File: src/rtl/nrziCodecPkg.sv
package nrziCodecPkg;

  typedef enum logic [2:0] {
    TX_IDLE,
    TX_DATA,
    TX_STUFF,
    TX_SE0A,
    TX_SE0B,
    TX_JEND
  } txState_e;

  typedef enum logic [2:0] {
    RX_IDLE,
    RX_ACT,
    RX_SE0,
    RX_WAITJ,
    RX_ERR
  } rxState_e;

  // strobes from transmit control to transmit datapath
  typedef struct packed {
    logic loadBit;      // take txData into the coder
    logic stuffBit;     // emit an inserted zero
    logic lineRestart;  // return level to J, clear run count
    logic driveSe0;     // both wires low
    logic driveOe;      // wires driven
  } txStrobe_t;

endpackage

File: src/rtl/nrziTxCtrl.sv
module nrziTxCtrl
  import nrziCodecPkg::*;
(
  input  logic      clk,
  input  logic      rstN,
  input  logic      txValid,
  input  logic      txLast,
  input  logic      runFull,
  output logic      txReady,
  output txStrobe_t strobe
);

  txState_e state, nextState;
  logic     lastSeen;
  logic     inData;
  logic     canTake;
  logic     accept;

  always_comb begin
    inData  = (state == TX_DATA) || (state == TX_STUFF);
    canTake = inData && !runFull && !lastSeen;
    txReady = (state == TX_IDLE) || canTake;
    accept  = txValid && txReady;
  end

  always_comb begin
    nextState = state;
    case (state)
      TX_IDLE:  if (txValid) nextState = TX_DATA;
      TX_DATA, TX_STUFF: begin
        if (runFull)                    nextState = TX_STUFF;
        else if (lastSeen || !txValid)  nextState = TX_SE0A;
        else                            nextState = TX_DATA;
      end
      TX_SE0A:  nextState = TX_SE0B;
      TX_SE0B:  nextState = TX_JEND;
      TX_JEND:  nextState = TX_IDLE;
      default:  nextState = TX_IDLE;
    endcase
  end

  always_comb begin
    strobe.loadBit     = accept;
    strobe.stuffBit    = inData && runFull;
    strobe.lineRestart = (state == TX_SE0B);
    strobe.driveSe0    = (state == TX_SE0A) || (state == TX_SE0B);
    strobe.driveOe     = (state != TX_IDLE);
  end

  always_ff @(posedge clk or negedge rstN) begin
    if (!rstN) begin
      state    <= TX_IDLE;
      lastSeen <= 1'b0;
    end else begin
      state <= nextState;
      if (state == TX_SE0B)        lastSeen <= 1'b0;
      else if (accept && txLast)   lastSeen <= 1'b1;
    end
  end

endmodule

File: src/rtl/nrziTxPath.sv
module nrziTxPath
  import nrziCodecPkg::*;
#(
  parameter int RUN_LIMIT = 6
) (
  input  logic      clk,
  input  logic      rstN,
  input  txStrobe_t strobe,
  input  logic      txData,
  output logic      runFull,
  output logic      txDp,
  output logic      txDn,
  output logic      txOe
);

  localparam int CW = $clog2(RUN_LIMIT + 1);

  logic          lineLevel;   // 1 = J, 0 = K
  logic [CW-1:0] runCnt;

  always_ff @(posedge clk or negedge rstN) begin
    if (!rstN) begin
      lineLevel <= 1'b1;
      runCnt    <= '0;
    end else if (strobe.lineRestart) begin
      lineLevel <= 1'b1;
      runCnt    <= '0;
    end else if (strobe.stuffBit) begin
      lineLevel <= ~lineLevel;
      runCnt    <= '0;
    end else if (strobe.loadBit) begin
      if (txData) begin
        runCnt <= runCnt + CW'(1);
      end else begin
        lineLevel <= ~lineLevel;
        runCnt    <= '0;
      end
    end
  end

  always_comb begin
    runFull = (runCnt == CW'(RUN_LIMIT));
    txOe    = strobe.driveOe;
    txDp    = !strobe.driveSe0 && lineLevel;
    txDn    = !strobe.driveSe0 && !lineLevel;
  end

endmodule

File: src/rtl/nrziRxUnstuff.sv
module nrziRxUnstuff
  import nrziCodecPkg::*;
#(
  parameter int RUN_LIMIT = 6
) (
  input  logic clk,
  input  logic rstN,
  input  logic rxDp,
  input  logic rxDn,
  output logic rxValid,
  output logic rxData,
  output logic rxEop,
  output logic rxStuffErr
);

  localparam int CW = $clog2(RUN_LIMIT + 1);

  rxState_e      state, nState;
  logic          prevJ, nPrevJ;
  logic [CW-1:0] ones, nOnes;
  logic          isSe0, isK, levelJ, bitVal;
  logic          vOut, dOut, eOut, errOut;

  always_comb begin
    isSe0  = !rxDp && !rxDn;
    isK    = !rxDp && rxDn;
    levelJ = !isK;
  end

  always_comb begin
    nState = state;
    nPrevJ = prevJ;
    nOnes  = ones;
    vOut   = 1'b0;
    dOut   = 1'b0;
    eOut   = 1'b0;
    errOut = 1'b0;
    bitVal = (levelJ == prevJ);
    case (state)
      RX_IDLE: begin
        if (isK) begin
          nState = RX_ACT;
          nPrevJ = 1'b0;
          nOnes  = '0;
          vOut   = 1'b1;
        end
      end
      RX_ACT: begin
        if (isSe0) begin
          nState = RX_SE0;
        end else begin
          nPrevJ = levelJ;
          if (ones == CW'(RUN_LIMIT)) begin
            if (bitVal) begin
              errOut = 1'b1;
              nState = RX_ERR;
            end else begin
              nOnes = '0;
            end
          end else begin
            vOut  = 1'b1;
            dOut  = bitVal;
            nOnes = bitVal ? ones + CW'(1) : '0;
          end
        end
      end
      RX_SE0: begin
        eOut   = isSe0;
        nState = RX_WAITJ;
      end
      RX_WAITJ: if (!isSe0 && levelJ) nState = RX_IDLE;
      RX_ERR:   if (isSe0) nState = RX_WAITJ;
      default:  nState = RX_IDLE;
    endcase
  end

  always_ff @(posedge clk or negedge rstN) begin
    if (!rstN) begin
      state      <= RX_IDLE;
      prevJ      <= 1'b1;
      ones       <= '0;
      rxValid    <= 1'b0;
      rxData     <= 1'b0;
      rxEop      <= 1'b0;
      rxStuffErr <= 1'b0;
    end else begin
      state      <= nState;
      prevJ      <= nPrevJ;
      ones       <= nOnes;
      rxValid    <= vOut;
      rxData     <= dOut;
      rxEop      <= eOut;
      rxStuffErr <= errOut;
    end
  end

endmodule

File: src/rtl/nrziStuffCodec.sv
module nrziStuffCodec
  import nrziCodecPkg::*;
#(
  parameter int RUN_LIMIT = 6
) (
  input  logic clk,
  input  logic rstN,
  input  logic txValid,
  input  logic txData,
  input  logic txLast,
  output logic txReady,
  output logic txDp,
  output logic txDn,
  output logic txOe,
  input  logic rxDp,
  input  logic rxDn,
  output logic rxValid,
  output logic rxData,
  output logic rxEop,
  output logic rxStuffErr
);

  txStrobe_t txStrobe;
  logic      runFull;

  nrziTxCtrl uTxCtrl (
    .clk     (clk),
    .rstN    (rstN),
    .txValid (txValid),
    .txLast  (txLast),
    .runFull (runFull),
    .txReady (txReady),
    .strobe  (txStrobe)
  );

  nrziTxPath #(.RUN_LIMIT(RUN_LIMIT)) uTxPath (
    .clk     (clk),
    .rstN    (rstN),
    .strobe  (txStrobe),
    .txData  (txData),
    .runFull (runFull),
    .txDp    (txDp),
    .txDn    (txDn),
    .txOe    (txOe)
  );

  nrziRxUnstuff #(.RUN_LIMIT(RUN_LIMIT)) uRx (
    .clk        (clk),
    .rstN       (rstN),
    .rxDp       (rxDp),
    .rxDn       (rxDn),
    .rxValid    (rxValid),
    .rxData     (rxData),
    .rxEop      (rxEop),
    .rxStuffErr (rxStuffErr)
  );

endmodule

File: config.mk
export PLATFORM = sky130hd
export DESIGN_NAME = nrziStuffCodec
export DESIGN_NICKNAME = d
export VERILOG_FILES = /design/src/rtl/nrziCodecPkg.sv /design/src/rtl/nrziTxCtrl.sv /design/src/rtl/nrziTxPath.sv /design/src/rtl/nrziRxUnstuff.sv /design/src/rtl/nrziStuffCodec.sv
export SDC_FILE = /design/constraint.sdc
export NUM_CORES = 1
export LEC_CHECK = 0
export ABC_CLOCK_PERIOD_IN_PS = 2900
export BUFFER_PORTS_ARGS = -buffer_cell sky130_fd_sc_hd__buf_2
export CELL_PAD_IN_SITES_DETAIL_PLACEMENT = 1
export CELL_PAD_IN_SITES_GLOBAL_PLACEMENT = 1
export CORE_MARGIN = 2
export CORE_UTILIZATION = 35
export CTS_CLUSTER_SIZE = 20
export DETAILED_ROUTE_END_ITERATION = 10
export PLACE_DENSITY = 0.72
export SYNTH_ARGS = -nofsm -noshare
export SYNTH_HDL_FRONTEND = slang
export SYNTH_SLANG_ARGS = --single-unit
File: constraint.sdc
create_clock -name clk -period 2.9 [get_ports clk]
set_input_delay 0 -clock clk [delete_from_list [all_inputs] [get_ports clk]]
set_output_delay 0 -clock clk [all_outputs]
set_load 0.02 [all_outputs]
==> results.tsv <==
metric	value	unit
Setup TNS Final	0	ps
commonest cells after routing, fill and taps aside	17 x sky130_fd_sc_hd__dfrtp_1, 14 x sky130_fd_sc_hd__nor2_1, 14 x sky130_fd_sc_hd__buf_2, 12 x sky130_fd_sc_hd__nand2_1, 9 x sky130_fd_sc_hd__a21oi_1	
initial drt markers	14	
maximum single-stage delay on the critical path	490	ps
maximum number of pins on one net before global-route repair	20	
# H-tree levels	1	
per-cell via count in the routed design	5.35	
length in cells of the worst reg-to-reg path	7	
Worst EP required	3090	ps
highest-delay cell along the critical path	sky130_fd_sc_hd__or4b_4	
part of the cycle the worst path needs	0.623	
total via count in the routed design	845	
Nets	139	
area growth from synthesis to final layout	12.1	%
biggest fanout along the worst timing path	6	
clock slew at the register clock pins of the worst setup and hold paths	110	ps
Resized cells post-CTS	0	
maximum root-to-sink buffer count	2	
Achievable Freq	0.554	GHz
number of diodes	0	
finished layout cell area	1180	um^2
via count of the first global-routing pass	886	
worst hold path class	primary input to flop	
Rows	19	
Mapped Nets	122	
count of endpoints failing hold in the final timing report	0	
met2 Use GR	0.270	
worst vdd rail ir drop	311	uV
number of synthesized flops with an enable pin	0	
most common library cell in the layout ignoring fill and taps	sky130_fd_sc_hd__dfrtp_1	
number of cells in the finished layout apart from fillers	158	
Core Box Area	2810	um^2
portion of the post-synthesis area used by sequential elements	0.454	
area of the mapped netlist	1050	um^2
RSZ-0062 raised after global routing	no	
fill cell instance count of the final layout	340	
chain of cells forming the critical path	inv_1, ha_1, nand2_2, or4b_4, o211ai_2, nor2_2, mux2_4	
final core utilization	0.421	
count of unresolved DRC violations after routing	2	
fraction of met3 tracks used by global routing	0.0264	
Slew HR	0.712	
number of antenna violations at the first check in global routing	0	
number of max-slew violations in the final report	0	
clock tree from TritonCTS	yes	
cell area reported after detailed placement	1120	um^2
number of primary I/O pins	15	
GR Overflow Total	0	
total placed cells including tap cells	151	
Die Span X	58.8	um
Crit. path cell count	7	
Arrival @ worst endpoint	2000	ps
count of endpoints failing setup in the final report	0	
Final GP Congestion	0.760	
Cells after Synth	111	
number of routed nets with antenna violations	0	
FFs w/ async S/R, synth	1.00	
max_cap viols	0	
failing checks	DRC	
number of cells on the worst hold path	3	
run status	finished with violations	
time the worst path needs with I/O delays and setup	1810	ps
pin slew with the least headroom to its limit	432	ps
clock tree skew after final layout	9.39	ps
Die Footprint	3460	um^2
Total Routed Length	2230	um
buffer cell driving the clock tree root	sky130_fd_sc_hd__clkbuf_4	
CP endpoint kind	flop	
Critical Path Source Type	flop	
power density cells	1000	nW/um^2
TritonCTS Buffers	3	
input/output buffers	14	
layout cells sized above 1	0.220	
count of buffer and inverter cells on the critical path	1	
CP top delay family	simple AND/OR/NAND/NOR gates	
mean area per synthesized cell	9.48	um^2
first-pass detailed-route iteration total	7	
routed len/inst	14.1	um
starting density of the core	0.375	
global-route wire length before repair	3890	um
number of clock sinks seen by CTS	19	
die height	58.8	um
distinct cell type count after synthesis	43	
detailed-placement wirelength estimate	1720	um
worst-case hold slack	70.2	ps
clock latency of the later-clocked register in the worst-skew pair	290	ps
Seq cells post-synth	19	
buffers inserted during post-CTS setup optimization	0	
number of warnings printed during yosys synthesis	0	
Lkg Pwr	0.566	nW
Crit Path Class	flop to flop	
GRT Overall Usage	0.148	
top_reg_cell synth	sky130_fd_sc_hd__dfrtp_1	
met1 track demand over resource in global routing	0.173	
most utilized layer in the global route result	met2	
synthesized netlist by cell type, drive strengths merged, types with 3 or more instances:
library cell | number | area, um^2
ha | 4 | 50.1
buf | 3 | 30.0
inv | 5 | 18.8
o21ai | 7 | 38.8
nand2 | 13 | 51.3
dfrtp | 17 | 425
nor2 | 15 | 58.8
and3 | 3 | 18.8
a21oi | 9 | 45.0
nand3 | 3 | 15.0
per-stage QoR:
step | total power [mW] | setup slack (ps)
6_report | 1.18 | 1090
5_1_grt | 1.30 | 982
2_1_floorplan | 0.936 | 1210
4_1_cts | 1.20 | 1090
3_5_place_dp | 1.06 | 1080
3_3_place_gp | 1.03 | 1170
power by group:
group / switching (mW) / internal (mW)
combinational: 0.298 / 0.231
clock: 0.0813 / 0.0512
sequential: 0.142 / 0.378
final timing paths:
kind	startpoint	to	slack, ps
setup / recovery	uTxPath.runCnt[0]	uTxPath.runCnt[1]	1090
hold / removal	txValid	uTxCtrl.state[0]	70
setup reg to reg	uTxPath.runCnt[0]	uTxPath.runCnt[1]	1090
hold reg to reg	uRx.ones[0]	uRx.ones[0]	510
max in group asynchronous	rstN	uRx.prevJ	2400
min in group asynchronous	rstN	uRx.rxStuffErr	170
cell families (layout without fill, tap and decap cells):
family	count (synthesis)	after routing	synth area share
multiplexers	2	2	0.0250
flip-flops	19	19	0.454
buffers and inverters	10	26	0.0547
XOR/XNOR	2	2	0.0166
AND/OR/NAND/NOR	47	47	0.240
AO/OA/AOI/OAI	27	27	0.162
adder cells (fa/ha/maj)	4	4	0.0476
tightest hold or removal path: stages:
cell                      delay, ps
sky130_fd_sc_hd__buf_2           90
sky130_fd_sc_hd__o21ai_0        150
sky130_fd_sc_hd__nand2_1         90
flip-flops by register name (all words and copies together), names as in the netlist:
register / flops
uRx.ones: 3
uRx.state: 3
uTxCtrl.state: 3
uTxPath.runCnt: 3
uRx.prevJ: 1
uRx.rxData: 1
uRx.rxEop: 1
uRx.rxStuffErr: 1
uRx.rxValid: 1
uTxCtrl.lastSeen: 1
uTxPath.lineLevel: 1
routing by layer:
layer	routed length [um]	part of all wire
met1	998	0.45
met2	1160	0.52
met3	54	0.024
met4	19	0.0085
met5	0	0
final cells by class:
type / count / area, um^2 / share of cell area
repair buffers: 17 / 100 / 0.0848
multi-input cells: 82 / 517 / 0.438
clock inverters: 1 / 5.00 / 0.00424
well taps: 31 / 38.8 / 0.0329
flip-flops and latches: 19 / 478 / 0.405
inverters: 5 / 18.8 / 0.0159
clock buffers: 3 / 22.5 / 0.0191
repair_timing:
action,4_1_cts,5_1_grt
endpoints found under the setup margin,0,0
hold buffers,3,0
hold endpoints to repair,21,0
Note: power is estimated with default switching activity, not from simulation.
